<file path="config.mk">
export PLATFORM = sky130hd
export DESIGN_NAME = lp_state_mgr
export DESIGN_NICKNAME = d
export VERILOG_FILES = /design/src/rtl/lpm_pkg.sv /design/src/rtl/lpm_countdown.sv /design/src/rtl/lpm_exit_rx.sv /design/src/rtl/lp_state_mgr.sv
export SDC_FILE = /design/constraint.sdc
export NUM_CORES = 1
export LEC_CHECK = 0
export BUFFER_PORTS_ARGS = -buffer_cell sky130_fd_sc_hd__clkbuf_2
export CAP_MARGIN = 10
export CORE_ASPECT_RATIO = 1.75
export CORE_MARGIN = 4
export CORE_UTILIZATION = 25
export CTS_BUF_LIST = sky130_fd_sc_hd__clkbuf_4
export DETAILED_ROUTE_END_ITERATION = 10
export GPL_ROUTABILITY_DRIVEN = 0
export MAX_ROUTING_LAYER = met4
export SLEW_MARGIN = 10
export SYNTH_ARGS = -nofsm -noshare
export SYNTH_HDL_FRONTEND = slang
export SYNTH_SLANG_ARGS = --single-unit
</file>
<file path="constraint.sdc">
create_clock -name clk -period 6.1 [get_ports clk]
set_input_delay 0.61 -clock clk [delete_from_list [all_inputs] [get_ports clk]]
set_output_delay 0.61 -clock clk [all_outputs]
set_load 0.03 [all_outputs]
</file>
<file path="src/rtl/lpm_pkg.sv">
package lpm_pkg;

    typedef enum logic [2:0] {
        PS_STBY   = 3'd0,
        PS_ATTN   = 3'd1,
        PS_NAP    = 3'd2,
        PS_PDN    = 3'd3,
        PS_NAP_A  = 3'd4,
        PS_PDN_A  = 3'd5,
        PS_EXIT   = 3'd6
    } pstate_e;

    typedef enum logic [2:0] {
        RX_IDLE,
        RX_CODE,
        RX_GAP,
        RX_ID,
        RX_DECIDE
    } rx_e;

    typedef struct packed {
        logic valid;
        logic code;   // 0: nap exit, 1: power-down exit
    } exit_req_t;

    function automatic logic is_active(logic [2:0] s);
        return (s == PS_STBY) || (s == PS_ATTN);
    endfunction

    function automatic logic is_low(logic [2:0] s);
        return (s == PS_NAP) || (s == PS_PDN) || (s == PS_NAP_A) || (s == PS_PDN_A);
    endfunction

    function automatic logic is_sub_a(logic [2:0] s);
        return (s == PS_NAP_A) || (s == PS_PDN_A);
    endfunction

    function automatic logic code_fits(logic [2:0] s, logic code);
        if (code)
            return (s == PS_PDN) || (s == PS_PDN_A);
        return (s == PS_NAP) || (s == PS_NAP_A);
    endfunction

endpackage

</file>
<file path="src/rtl/lpm_countdown.sv">
module lpm_countdown #(
    parameter int W = 8
) (
    input  logic         clk,
    input  logic         rst,
    input  logic         load,
    input  logic [W-1:0] value,
    output logic         zero
);
    logic [W-1:0] cnt;

    always_ff @(posedge clk) begin
        if (rst)
            cnt <= '0;
        else if (load)
            cnt <= value;
        else if (cnt != '0)
            cnt <= cnt - 1'b1;
    end

    assign zero = (cnt == '0);
endmodule

</file>
<file path="src/rtl/lpm_exit_rx.sv">
module lpm_exit_rx
    import lpm_pkg::*;
#(
    parameter int ID_W = 6
) (
    input  logic            clk,
    input  logic            rst,
    input  logic            armed,
    input  logic            cmd,
    input  logic            sio_in,
    input  logic            cfg_bcast,
    input  logic            cfg_slot,
    input  logic [ID_W-1:0] dev_id,
    output exit_req_t       req,
    output logic            sio_out
);
    localparam int CW = $clog2(ID_W + 1);

    rx_e             st;
    logic            code_q;
    logic [ID_W-1:0] shreg;
    logic [CW-1:0]   bitcnt;

    always_ff @(posedge clk) begin
        if (rst) begin
            st      <= RX_IDLE;
            code_q  <= 1'b0;
            shreg   <= '0;
            bitcnt  <= '0;
            sio_out <= 1'b0;
        end else begin
            sio_out <= sio_in;
            case (st)
                RX_IDLE: begin
                    if (armed && cmd)
                        st <= RX_CODE;
                end
                RX_CODE: begin
                    code_q <= cmd;
                    bitcnt <= '0;
                    if (cfg_slot)
                        st <= RX_GAP;
                    else if (cfg_bcast)
                        st <= RX_DECIDE;
                    else
                        st <= RX_ID;
                end
                RX_GAP: begin
                    st <= cfg_bcast ? RX_DECIDE : RX_ID;
                end
                RX_ID: begin
                    shreg  <= {shreg[ID_W-2:0], sio_in};
                    bitcnt <= bitcnt + 1'b1;
                    if (bitcnt == CW'(ID_W - 1))
                        st <= RX_DECIDE;
                end
                RX_DECIDE: st <= RX_IDLE;
                default:   st <= RX_IDLE;
            endcase
        end
    end

    always_comb begin
        req.valid = (st == RX_DECIDE) && (cfg_bcast || (shreg == dev_id));
        req.code  = code_q;
    end
endmodule

</file>
<file path="src/rtl/lp_state_mgr.sv">
module lp_state_mgr
    import lpm_pkg::*;
#(
    parameter int ID_W      = 6,
    parameter int NAPX_W    = 5,
    parameter int PDNX_W    = 6,
    parameter int PDN_SCALE = 256,
    parameter int LOCKOUT   = 23
) (
    input  logic              clk,
    input  logic              rst,
    input  logic              nap_enter,
    input  logic              pdn_enter,
    input  logic              enter_sub_a,
    input  logic              relax_in,
    input  logic              cmd,
    input  logic              sio_in,
    output logic              sio_out,
    input  logic              cfg_bcast,
    input  logic              cfg_slot,
    input  logic [NAPX_W-1:0] cfg_nap_dly,
    input  logic [PDNX_W-1:0] cfg_pdn_dly,
    input  logic [ID_W-1:0]   dev_id,
    output logic [2:0]        pwr_state,
    output logic              row_block,
    output logic              col_block
);
    localparam int SCALE_W = $clog2(PDN_SCALE + 1);
    localparam int EXIT_W  = (PDNX_W + SCALE_W > NAPX_W) ? PDNX_W + SCALE_W : NAPX_W;
    localparam int LOCK_W  = $clog2(LOCKOUT + 1);

    pstate_e     state, nxt;
    logic        relax_q, from_a_q;
    logic        lock_zero, exit_zero;
    logic        entry_go, exit_go;
    logic [EXIT_W-1:0] exit_len;
    exit_req_t   req;

    lpm_exit_rx #(.ID_W(ID_W)) u_rx (
        .clk       (clk),
        .rst       (rst),
        .armed     (is_low(state) && lock_zero),
        .cmd       (cmd),
        .sio_in    (sio_in),
        .cfg_bcast (cfg_bcast),
        .cfg_slot  (cfg_slot),
        .dev_id    (dev_id),
        .req       (req),
        .sio_out   (sio_out)
    );

    lpm_countdown #(.W(LOCK_W)) u_lock (
        .clk   (clk),
        .rst   (rst),
        .load  (entry_go),
        .value (LOCK_W'(LOCKOUT)),
        .zero  (lock_zero)
    );

    lpm_countdown #(.W(EXIT_W)) u_exit (
        .clk   (clk),
        .rst   (rst),
        .load  (exit_go),
        .value (exit_len),
        .zero  (exit_zero)
    );

    always_comb begin
        entry_go = is_active(state) && (nap_enter || pdn_enter);
        exit_go  = req.valid && lock_zero && code_fits(state, req.code);
        exit_len = req.code ? EXIT_W'(cfg_pdn_dly) * EXIT_W'(PDN_SCALE)
                            : EXIT_W'(cfg_nap_dly);
    end

    always_comb begin
        nxt = state;
        case (state)
            PS_STBY, PS_ATTN: begin
                if (pdn_enter)
                    nxt = enter_sub_a ? PS_PDN_A : PS_PDN;
                else if (nap_enter)
                    nxt = enter_sub_a ? PS_NAP_A : PS_NAP;
            end
            PS_NAP, PS_NAP_A, PS_PDN, PS_PDN_A: begin
                if (exit_go)
                    nxt = PS_EXIT;
            end
            PS_EXIT: begin
                if (exit_zero)
                    nxt = relax_q ? PS_ATTN : PS_STBY;
            end
            default: nxt = PS_STBY;
        endcase
    end

    always_ff @(posedge clk) begin
        if (rst) begin
            state    <= PS_STBY;
            relax_q  <= 1'b0;
            from_a_q <= 1'b0;
        end else begin
            state <= nxt;
            if (entry_go)
                relax_q <= relax_in;
            if (exit_go)
                from_a_q <= is_sub_a(state);
        end
    end

    assign pwr_state = state;
    assign row_block = (state == PS_EXIT);
    assign col_block = (state == PS_EXIT) && from_a_q;
endmodule

</file>
---- After elaboration in Yosys (flattened, before gate mapping) ----
Index checks and enable logic that the tools add are counted.
cells by class
  add/sub/neg operators ................... 3
  equal/unequal tests ..................... 17
  muxes and demuxes ....................... 22
  reduce and logical (&&, ||, !) cells .... 30
operators with widths
  kind                                                                    number
  15-bit two-way mux                                                      2
  3-bit two-way mux                                                       10
  3-bit equality test (second input constant)                             5
  15-bit zero test                                                        1
  15-bit nonzero test                                                     1
  15-bit by 1-bit subtractor with 15-bit output (second input constant)   1
  14-bit two-way mux                                                      1
  3-bit by 2-bit equality test with 1-bit output (second input constant)  4
  3-bit case mux with 4 select lines                                      1
  5-bit two-way mux                                                       2
  1-bit logical OR                                                        9
  3-bit case mux with 3 select lines                                      1
  1-bit logical AND                                                       7
  3-bit by 1-bit equality test with 1-bit output (second input constant)  2
  6-bit equality test                                                     1
  3-bit zero test                                                         2
  2-bit by 1-bit != test with 1-bit output (second input constant)        3
  3-bit case mux with 2 select lines                                      1
  2-bit nonzero test                                                      3
  5-bit zero test                                                         1
  5-bit nonzero test                                                      1
  5-bit by 1-bit subtractor with 5-bit output (second input constant)     1
  1-bit two-way mux                                                       4
  2-bit OR reduction                                                      2
  6 further kinds                                                         6
word-level totals
  register bits after elaboration ......... 39
  bits of input ports ..................... 27
  output and inout bits ................... 6
  word-level logic and storage cells ...... 83

---- Logic depth before layout (Yosys ltp) ----
Gate-level depths: netlist (run 1).
  depth after elaboration ................. 8
  depth in mapped cells ................... 9
  depth with buffers taken out ............ 8

---- Cells and area by module ----
From an unflattened synthesis (run 1), not the netlist that was laid out.
second synthesis, totals
  cells, all modules ...................... 263
  area total of the unflattened synthesis .. 2301.0 um2
modules (own cells, without submodules)
  module                   times used  cells an instance  area each (um2)  sequential area each (um2)
  lpm_countdown at u_exit  1           102                898.4            300.3
  lpm_exit_rx              1           79                 726.9            280.3
  lp_state_mgr             1           50                 387.9            100.1
  lpm_countdown at u_lock  1           32                 287.8            100.1

---- Worst setup path after synthesis (run 1) ----
No wires, ideal clock.
  path kind ............................... reg2out
  from .................................... register state[1] (netlist: pwr_state[1])
  to ...................................... output col_block
  data arrival time ....................... 1.917 ns
  data required time ...................... 5.490 ns
  setup slack ............................. 3.573 ns
  cell stages (with the launch flop) ...... 4
  path buffers ............................ 0
  cells stage by stage .................... dfxtp_1 > inv_1 > nor3_1 > and2_1
on the way
  longest elaborated chain between the ends .. 2
RTL lines
  element                 line                 RTL
  start, declared         lp_state_mgr.sv:32   pstate_e state, nxt;
  start signal, assigned  lp_state_mgr.sv:102  state <= nxt;
  3-bit equality test     -
  named net row_block     lp_state_mgr.sv:25   output logic row_block,
  1-bit logical AND       lp_state_mgr.sv:112  assign col_block = (state == PS_EXIT) && from_a_q;
  end, declared           lp_state_mgr.sv:26   output logic col_block
The timed path passes the listed nets, and every way through them passes these cells.

---- Final worst setup path (run 1) ----
  from .................................... register u_exit.cnt[2]
  to ...................................... register state[0] (netlist: pwr_state[0])
on the way
  longest elaborated chain between the ends .. 3
RTL lines
  element                                                    line                 RTL
  start, declared                                            lpm_countdown.sv:10  logic [W-1:0] cnt;
  start signal, assigned                                     lpm_countdown.sv:16  cnt <= value;
  start signal, assigned                                     lpm_countdown.sv:18  cnt <= cnt - 1'b1;
  15-bit zero test                                           lpm_countdown.sv:21  assign zero = (cnt == '0);
  2-bit by 1-bit != test with 1-bit output (no source line)  -
  3-bit AND reduction (no source line)                       -
Every way passes these cells.
A chain may end at the register's enable or synchronous reset.

==> impl_metrics.py, run 1 <==
metrics = {
    "run_status": {
        "run_status": "completed",
    },
    "floorplan": {
        "num_io_pins": 33,
        "floorplan.die_area_um2": 9560,
        "initial_standard_cell_utilization_of_the_core": 0.261,
        "fp.coreArea_um2": 7670,
        "die_w_um": 75.6,
        "die_h_um": 126,
        "std_cell_rows": 42,
    },
    "grt": {
        "gr-total-overflow": 0,
        "groute.layer.met2.usage": 0.203,
        "globalRouteMet1Util": 0.105,
        "grt_pass1_wl_um": 7810,
        "grt_pass1_vias": 1819,
        "met3_usage_in_global_routing": 0.0182,
        "busiest_layer": "met2",
        "groute.usage.overall": 0.107,
        "grt_start_max_net_pins": 29,
        "initial_antenna_violation_count": 0,
    },
    "drt": {
        "vias": 1713,
        "firstDrtPassIters": 4,
        "wl_per_cell_um": 13.0,
        "route.final.wire_length_um": 4660,
        "ant_nets": 0,
        "via_to_cell_ratio": 4.77,
        "route.detailed.drc": 0,
        "drtIter0Drc": 48,
    },
    "cts": {
        "clock_latency_ps": 340,
        "post_cts.repair.setup_buffers": 0,
        "ctsHtreeMaxLevel": 2,
        "clock_tree.buffer_depth": 2,
        "cts.sink_count": 39,
        "clock_tree_from_tritoncts": "built",
        "cts-root-buf": "clkbuf_4",
        "worst_setup_hold_path_clk_slew_ps": 130,
        "cts_hold_buf": 0,
        "post_cts.resized_instances": 0,
        "number_of_buffers_inserted_during_clock_tree_synthesis": 5,
    },
    "hold_path": {
        "worst_hold_path_type": "in2reg",
        "hold_depth": 2,
    },
    "synthesis": {
        "number_of_flops_mapped_to_enable_cells_by_yosys": 0,
        "post_synthesis_cell_area_um2": 2000,
        "synth_top_area_frac": 0.390,
        "postSynthNetCount": 273,
        "ys.flop_type": "dfxtp_1",
        "post_synth_main_area_contributors": "dfxtp_1 (39%), xnor2_1 (6.1%), nor2_1 (5.8%)",
        "fraction_of_synthesis_flops_using_an_asynchronous_set_or_reset_pin": 0,
        "synthDistinctLibCells": 37,
        "synth_warnings": 0,
        "post_synth_inst_count": 239,
        "yosysTopAreaCell": "dfxtp_1",
        "sequential_to_total_area_share_from_yosys_stat": 0.390,
        "syn_avg_cell_area_um2": 8.38,
        "ys_seq_elements": 39,
    },
    "layout": {
        "filler_cell_count": 846,
        "proportion_of_layout_cells_with_a_drive_suffix_above_1": 0.162,
        "area.growth.synth_to_final_pct": 14.7,
        "antenna-diode-count": 0,
        "design.final.nets": 304,
    },
    "power_and_ir_drop": {
        "power_density_nw_per_um2": 401,
        "vdd.ir_drop.worst_mv": 0.126,
        "power_leakage_nw": 0.988,
    },
    "worst_setup_path": {
        "crit_fanout": 9,
        "worstSetupPathType": "reg2reg",
        "worst-endpoint-arrival_ps": 2720,
        "sort_of_element_at_the_start_of_the_critical_path": "flip-flop",
        "timing.critical_path.slowest_cell_delay_ps": 630,
        "timing.critical_path.cells": "or4_4, or4_4, a22o_1, a221o_1, a21o_1, o211a_1",
        "worst-endpoint-required_ps": 6360,
        "r2r.worst_path.cells": 6,
        "crit_buf_inv": 0,
        "critical_path.slowest_cell": "or4_4",
        "cp_common_cell": "or4_4",
        "critical-path-top-delay-family": "simple AND/OR/NAND/NOR gates",
        "endpoint_kind": "flip-flop",
        "worst-path-stages": 6,
    },
    "placed_design": {
        "pre_cts_ws_ps": 3630,
        "dpl.hpwl_um": 3640,
        "io_buffers": 32,
    },
    "sta": {
        "fin_worst_skew_ps": 14.8,
        "postLayoutSetupSlackWorst_ps": 3630,
        "final_period_minus_worst_setup_slack_ps": 2470,
        "fmax_ghz": 0.405,
        "timing.final.crit_share": 0.404,
        "setup-tns-final_ps": 0,
        "timing.final.setup_violations": 0,
        "timing_max_transition_violations_final": 0,
        "rsz_0062_raised_after_global_routing": "false",
        "tightestPinTransition_ps": 973,
        "finalHoldViolCount": 0,
        "timing.slew.headroom": 0.345,
    },
    "run": {
        "drv.max_cap_violation_count": 0,
    },
}
flip-flops by register name, indices dropped and copies added (netlist names):
name and count:
u_rx.shreg 6, pwr_state 3, u_lock.cnt 5, u_rx.st 3
from_a_q 1, u_rx.sio_out 1, u_rx.bitcnt 3, relax_q 1
u_rx.code_q 1, u_exit.cnt 15
path summary, 6_finish.rpt:
path	startpoint	end	slack [ps]
max	u_exit.cnt[2]$_SDFFE_PP0P_	pwr_state[0]$_SDFFE_PP0P_	3630
min	cfg_pdn_dly[1]	u_exit.cnt[9]$_SDFFE_PP0P_	460
max reg2reg	u_exit.cnt[2]$_SDFFE_PP0P_	pwr_state[0]$_SDFFE_PP0P_	3630
min reg2reg	u_exit.cnt[14]$_SDFFE_PP0P_	u_exit.cnt[14]$_SDFFE_PP0P_	470
area by class of cell:
class / count / area (um^2) / area share
multi-input combinational: 180 / 1140 / 0.496
timing repair buffer: 33 / 168 / 0.0730
sequential: 39 / 781 / 0.340
clock buffer: 5 / 37.5 / 0.0163
inverter: 11 / 41.3 / 0.0180
tap: 88 / 110 / 0.0480
clock inverter: 3 / 20.0 / 0.00872
kinds of logic after synthesis:
kind of cell	count (synthesis)	synth area share
muxes	8	0.0400
xor gates and xnor gates	22	0.0963
buffers and inverters	20	0.0413
AOI/OAI and AO/OA	47	0.143
and+or+nand+nor	96	0.246
adders and majority gates	7	0.0437
DFF	39	0.390
cells in the final DEF, fill, tap and decap left out, types with 8 or more instances in the layout:
| cell | Yosys | routed |
|---|---|---|
| xor2_1 | 8 | 8 |
| xnor2_1 | 14 | 14 |
| o21ai_0 | 8 | 8 |
| clkbuf_2 | 0 | 32 |
| a21oi_1 | 23 | 23 |
| nor2_1 | 31 | 31 |
| dfxtp_1 | 39 | 39 |
| mux2i_1 | 8 | 8 |
| inv_1 | 11 | 11 |
| nand2_1 | 14 | 14 |
| nand3_1 | 9 | 9 |
| nor3_1 | 12 | 12 |
power by group:
part	leakage [nW]	switching [mW]	total (mW)	internal, mW
logic	0.641	0.234	0.423	0.189
registers	0.319	0.0571	0.365	0.308
clock network	0.0272	0.0887	0.133	0.0441
total	0.988	0.380	0.921	0.541
synth_stat cells (6+ instances only):
cell type	number
nand3b_1	7
nand2_1	14
clkbuf_1	8
o21ai_0	8
ha_1	7
xor2_1	8
mux2i_1	8
dfxtp_1	39
inv_1	11
nor2_1	31
nand3_1	9
nor3_1	12
nor4_1	6
a21oi_1	23
xnor2_1	14
through the flow:
step           power [mW]  instance area (um^2)  hold WS [ps]  std cells  utilization
2_1_floorplan       0.705                  2000           423        239            -
3_3_place_gp        0.788                  2240           443        351        0.292
3_5_place_dp        0.797                  2240           456        351        0.292
4_1_cts             0.934                  2300           440        359        0.299
5_1_grt              1.00                  2300           447        359        0.299
6_report            0.921                  2300           457        359        0.299
routing by layer:
layer | vias up | part of all wire
li1 | 904 | -
met1 | 768 | 0.38
met2 | 33 | 0.56
met3 | 8 | 0.046
met4 | 0 | 0.013
met5 | - | 0
No activity file was read; power rests on OpenSTA's default activity.
==> inputs of run 2 (changes only) <==
- clock period: 6.1 -> 2.5 ns (I/O delays scaled with it)
==> run 2 against run 1 <==
  * Sequential share of layout area shrank 0.78 points
  * Non-clock buffer count up 4
  * Via count is 3.0% higher
  * Sequential power grew 140%
  * Critical path depth did not move
  * Register-to-register slack worse by 3500 ps
  * Clock skew is 5.9 ps higher
  * Cell area up 2.3%
==> impl_metrics.py, run 2 (synthesis gave the netlist of run 1 again) <==
metrics = {
    "sta": {
        "finalHoldViolCount": 0,
        "timing.slew.headroom": 0.642,
        "fin_worst_skew_ps": 20.7,
        "timing_max_transition_violations_final": 0,
        "whs_ps": 109,
        "tightestPinTransition_ps": 533,
        "timing.final.setup_violations": 0,
        "rsz_0062_raised_after_global_routing": "false",
        "timing.final.crit_share": 0.955,
        "final_period_minus_worst_setup_slack_ps": 2390,
        "postLayoutSetupSlackWorst_ps": 113,
        "setup-tns-final_ps": 0,
        "fmax_ghz": 0.419,
    },
    "layout": {
        "mostFrequentLayoutCell": "dfxtp_1",
        "stdcell_count": 363,
        "area.growth.synth_to_final_pct": 17.4,
        "layout_common_cells": "dfxtp_1 (39), clkbuf_2 (32), nor2_1 (31)",
        "proportion_of_layout_cells_with_a_drive_suffix_above_1": 0.175,
        "largest_register_ff_count": 15,
        "design.final.nets": 308,
        "antenna-diode-count": 0,
        "biggestRegsByFlops": "u_exit.cnt x15, u_rx.shreg x6, u_lock.cnt x5",
        "top_register": "u_exit.cnt",
    },
    "placed_design": {
        "placed_cells": 355,
        "dpl.hpwl_um": 3740,
        "pre_cts_ws_ps": 134,
        "io_buffers": 32,
    },
    "drt": {
        "wl_per_cell_um": 13.1,
        "route.detailed.drc": 0,
        "route.final.wire_length_um": 4750,
        "drtIter0Drc": 113,
        "via_to_cell_ratio": 4.86,
        "firstDrtPassIters": 4,
        "ant_nets": 0,
        "vias": 1765,
    },
    "worst_setup_path": {
        "worst-endpoint-required_ps": 2750,
        "timing.critical_path.slowest_cell_delay_ps": 570,
        "cp_common_cell": "or4_4",
        "critical_path.slowest_cell": "or4_4",
        "worst_r2r_setup_slack_ps": 110,
        "crit_fanout": 5,
        "critical-path-top-delay-family": "simple AND/OR/NAND/NOR gates",
        "timing.critical_path.cells": "or4_4, or4_4, a22o_1, a221o_1, a21o_1, o211a_1",
        "sort_of_element_at_the_start_of_the_critical_path": "flip-flop",
        "worst-endpoint-arrival_ps": 2640,
        "endpoint_kind": "flip-flop",
        "worstSetupPathType": "reg2reg",
        "crit_buf_inv": 0,
    },
    "cts": {
        "number_of_buffers_inserted_during_clock_tree_synthesis": 5,
        "clock_latency_ps": 350,
        "post_cts.resized_instances": 0,
        "clock_tree_from_tritoncts": "built",
        "cts-root-buf": "clkbuf_4",
        "clock_tree.buffer_depth": 2,
        "ctsHtreeMaxLevel": 2,
        "post_cts.repair.setup_buffers": 0,
        "cts.sink_count": 39,
        "worst_setup_hold_path_clk_slew_ps": 120,
        "cts_hold_buf": 0,
    },
    "floorplan": {
        "die_w_um": 75.6,
        "initial_standard_cell_utilization_of_the_core": 0.261,
        "std_cell_rows": 42,
        "fp.coreArea_um2": 7670,
        "floorplan.die_area_um2": 9560,
        "die_h_um": 126,
        "num_io_pins": 33,
    },
    "power_and_ir_drop": {
        "fin_total_pwr_mw": 2.38,
        "power_leakage_nw": 1.03,
        "vdd.ir_drop.worst_mv": 0.338,
        "power_density_nw_per_um2": 1010,
    },
    "hold_path": {
        "worst_hold_path_type": "in2reg",
    },
    "run": {
        "drv.max_cap_violation_count": 0,
    },
    "grt": {
        "grt_start_max_net_pins": 28,
        "initial_antenna_violation_count": 0,
        "groute.usage.overall": 0.109,
        "grt_pass1_wl_um": 7890,
        "grt_pass1_vias": 1754,
        "gr-total-overflow": 0,
    },
    "run_status": {
        "run_status": "completed",
    },
}
[run 2: cell types whose count changed in the layout (fill, tap and decap cells not counted), sizes merged]
cell	change
bufinv	+1
clkinvlp	-2
clkinv	+1
buf	+4
[run 2: final timing paths]
kind,start,to,depth (start not counted)
setup / recovery,u_exit.cnt[2]$_SDFFE_PP0P_,pwr_state[0]$_SDFFE_PP0P_,6
hold / removal,cfg_pdn_dly[3],u_exit.cnt[11]$_SDFFE_PP0P_,2
setup reg to reg,u_exit.cnt[2]$_SDFFE_PP0P_,pwr_state[0]$_SDFFE_PP0P_,6
hold reg to reg,u_exit.cnt[14]$_SDFFE_PP0P_,u_exit.cnt[14]$_SDFFE_PP0P_,2
[run 2: layout make-up]
class | instances | area, um^2
fill | 825 | 5320
sequential | 39 | 781
clock inverter | 3 | 43.8
inverter | 11 | 41.3
clock buffer | 5 | 37.5
multi-input combinational | 180 | 1140
timing repair buffer | 37 | 198
tap | 88 | 110
[run 2: metrics by stage]
step	utilization	area, um^2
final	0.306	2350
after global routing	0.306	2350
after CTS	0.306	2350
after detailed placement	0.296	2270
after global placement	0.296	2270
after floorplan	-	2000
[run 2: power breakdown]
part,switching [mW],internal [mW],total (mW)
sequential,0.137,0.752,0.889
clock,0.214,0.210,0.424
combinational,0.590,0.480,1.07
total,0.940,1.44,2.38
[run 2: per-layer routing]
metal | part of all wire | global-route usage
met1 | 0.39 | 0.114
met3 | 0.046 | 0.0253
met2 | 0.56 | 0.197
met5 | 0 | -
met4 | 0.012 | 0.0278
[run 2: worst register-to-register path, cell delays in order, from the launching register on]
cell and delay (ps):
dfxtp_1 370, or4_4 570, or4_4 560, a22o_1 270, a221o_1 260, a21o_1 150, o211a_1 110
==> inputs of run 3 (changes only) <==
- PLACE_DENSITY_LB_ADDON: default -> 0.1
- clock period: 2.5 -> 3.06 ns (I/O delays scaled with it)
==> run 3 against run 2 <==
  * Total power decreased by 22%
  * Combinational power down 20%
  * Cell count down 0.55%
  * Hold slack better by 34 ps
  * Clock-buffer cell count increased by 2
  * Global-route usage grew 0.78 points
  * Sequential share of layout area rose by 0.56 points
  * Routed wire length grew 5.1%
  * Critical endpoint unchanged
  * Flip-flop and latch count unchanged
  * Non-clock buffer count shrank 2
  * Cell area fell by 1.7%
  * Highest routed layer unchanged
  * Critical path depth unchanged
==> impl_metrics.py, run 3 (synthesis gave the netlist of run 1 again) <==
metrics = {
    "run_status": {
        "run_status": "completed",
    },
    "layout": {
        "biggestRegsByFlops": "u_exit.cnt x15, u_rx.shreg x6, u_lock.cnt x5",
        "design.final.nets": 306,
        "top_register": "u_exit.cnt",
        "largest_register_ff_count": 15,
        "layout_common_cells": "dfxtp_1 (39), clkbuf_2 (32), nor2_1 (31)",
        "filler_cell_count": 852,
        "proportion_of_layout_cells_with_a_drive_suffix_above_1": 0.168,
        "area.growth.synth_to_final_pct": 15.4,
        "utilization_after_layout": 0.301,
        "antenna-diode-count": 0,
        "mostFrequentLayoutCell": "dfxtp_1",
    },
    "power_and_ir_drop": {
        "p_sw_frac": 0.404,
        "vdd.ir_drop.worst_mv": 0.277,
        "fin_total_pwr_mw": 1.87,
        "power_density_nw_per_um2": 809,
        "power_switching_mw": 0.755,
        "sequentialPowerShare": 0.389,
        "comb_power_share": 0.461,
        "power_leakage_nw": 1.01,
        "p_int_mw": 1.11,
        "pwr-share-clk": 0.150,
    },
    "cts": {
        "worst_setup_hold_path_clk_slew_ps": 120,
        "clock_latency_ps": 350,
        "clock_tree.buffer_depth": 2,
        "post_cts.repair.setup_buffers": 0,
        "cts_hold_buf": 0,
        "number_of_buffers_inserted_during_clock_tree_synthesis": 5,
        "post_cts.resized_instances": 0,
        "ctsHtreeMaxLevel": 2,
        "cts-root-buf": "clkbuf_4",
        "clock_tree_from_tritoncts": "built",
        "cts.sink_count": 39,
    },
    "worst_setup_path": {
        "worst_r2r_startpoint": "u_exit.cnt[2]$_SDFFE_PP0P_",
        "crit_fanout": 9,
        "r2r_end": "pwr_state[0]$_SDFFE_PP0P_",
        "timing.critical_path.slowest_cell_delay_ps": 630,
        "timing.critical_path.cells": "or4_4, or4_4, a22o_1, a221o_1, a21o_1, o211a_1",
        "sort_of_element_at_the_start_of_the_critical_path": "flip-flop",
        "worstSetupPathType": "reg2reg",
        "r2r.worst_path.cells": 6,
        "worst-endpoint-required_ps": 3310,
        "cp_common_cell": "or4_4",
        "worst-endpoint-arrival_ps": 2730,
        "critical_path.slowest_cell": "or4_4",
        "endpoint_kind": "flip-flop",
        "worst_r2r_setup_slack_ps": 580,
    },
    "hold_path": {
        "worst_hold_path_type": "in2reg",
        "hold_depth": 2,
        "holdCritStartpoint": "cfg_pdn_dly[1]",
        "timing.hold.worst_endpoint": "u_exit.cnt[9]$_SDFFE_PP0P_",
    },
    "grt": {
        "groute.usage.overall": 0.116,
        "gr-total-overflow": 0,
        "grt_pass1_vias": 1726,
        "initial_antenna_violation_count": 0,
        "grt_start_max_net_pins": 29,
        "grt_pass1_wl_um": 8140,
    },
    "sta": {
        "rsz_0062_raised_after_global_routing": "false",
        "timing_max_transition_violations_final": 0,
        "finalHoldViolCount": 0,
        "postLayoutSetupSlackWorst_ps": 580,
        "final_period_minus_worst_setup_slack_ps": 2480,
        "timing.slew.headroom": 0.381,
        "tightestPinTransition_ps": 922,
        "timing.final.crit_share": 0.810,
        "whs_ps": 144,
        "fin_worst_skew_ps": 11.0,
        "fmax_ghz": 0.403,
        "setup-tns-final_ps": 0,
        "timing.final.setup_violations": 0,
    },
    "drt": {
        "route.final.wire_length_um": 4990,
        "route.detailed.drc": 0,
        "via_to_cell_ratio": 4.84,
        "firstDrtPassIters": 4,
        "drtIter0Drc": 74,
        "vias": 1748,
        "ant_nets": 0,
        "wl_per_cell_um": 13.8,
    },
    "floorplan": {
        "floorplan.die_area_um2": 9560,
        "num_io_pins": 33,
        "fp.coreArea_um2": 7670,
        "die_w_um": 75.6,
        "die_h_um": 126,
        "std_cell_rows": 42,
        "initial_standard_cell_utilization_of_the_core": 0.261,
    },
    "placed_design": {
        "dpl.hpwl_um": 3860,
        "pre_cts_ws_ps": 595,
        "io_buffers": 32,
    },
    "run": {
        "drv.max_cap_violation_count": 0,
    },
}
run 3: cell types whose count changed in the layout (fill, tap and decap cells not counted):
cell / previous run / this run
o21ai_1: 1 / 2
clkinv_4: 1 / 0
clkbuf_4: 5 / 7
o21ai_0: 8 / 7
bufinv_16: 1 / 0
buf_4: 5 / 3
run 3: per-stage QoR:
| step | instance area, um^2 | instances |
|---|---|---|
| floorplan | 2000 | 239 |
| global placement | 2250 | 353 |
| detailed placement | 2250 | 353 |
| CTS | 2310 | 361 |
| global route | 2310 | 361 |
| finish | 2310 | 361 |
run 3: worst max-delay path, delay by kind of cell (launching register included):
kind            cells  cell delay, ps
flops               1             370
simple gates        2            1200
compound gates      4             810
run 3: routing by layer:
layer  part of all wire  up-vias  routed length (um)  GRT usage
met5                  0        -                   0          -
met4              0.028        0                 138     0.0515
met3              0.037       10                 185     0.0317
met2               0.57       32                2830      0.206
met1               0.37      806                1840      0.114
li1                   -      900                   -          -
run 3: cell type report:
class | instances | area, um^2 | area share
clock buffer | 7 | 52.6 | 0.0227
clock inverter | 1 | 5.00 | 0.00217
inverter | 11 | 41.3 | 0.0179
multi-input combinational | 180 | 1140 | 0.493
sequential | 39 | 781 | 0.338
tap | 88 | 110 | 0.0476
timing repair buffer | 35 | 183 | 0.0790
run 3: power by group through the flow:
stage | Clock [mW] | Combinational (mW) | Sequential, mW
final | 0.280 | 0.861 | 0.728
after global routing | 0.324 | 0.972 | 0.749
after CTS | 0.298 | 0.878 | 0.729
after detailed placement | 0 | 0.875 | 0.741
after global placement | 0 | 0.882 | 0.742
after floorplan | 0 | 0.656 | 0.748
run 3: worst max path at each step:
stage / startpoint / end / slack [ps] / depth (start not counted)
floorplan: u_exit.cnt[2]$_SDFFE_PP0P_ / pwr_state[0]$_SDFFE_PP0P_ / 650 / 7
global placement: u_exit.cnt[2]$_SDFFE_PP0P_ / pwr_state[0]$_SDFFE_PP0P_ / 600 / 6
detailed placement: u_exit.cnt[2]$_SDFFE_PP0P_ / pwr_state[0]$_SDFFE_PP0P_ / 600 / 6
CTS: u_exit.cnt[2]$_SDFFE_PP0P_ / pwr_state[0]$_SDFFE_PP0P_ / 590 / 6
global route: u_exit.cnt[2]$_SDFFE_PP0P_ / pwr_state[0]$_SDFFE_PP0P_ / 520 / 6
finish: u_exit.cnt[2]$_SDFFE_PP0P_ / pwr_state[0]$_SDFFE_PP0P_ / 580 / 6
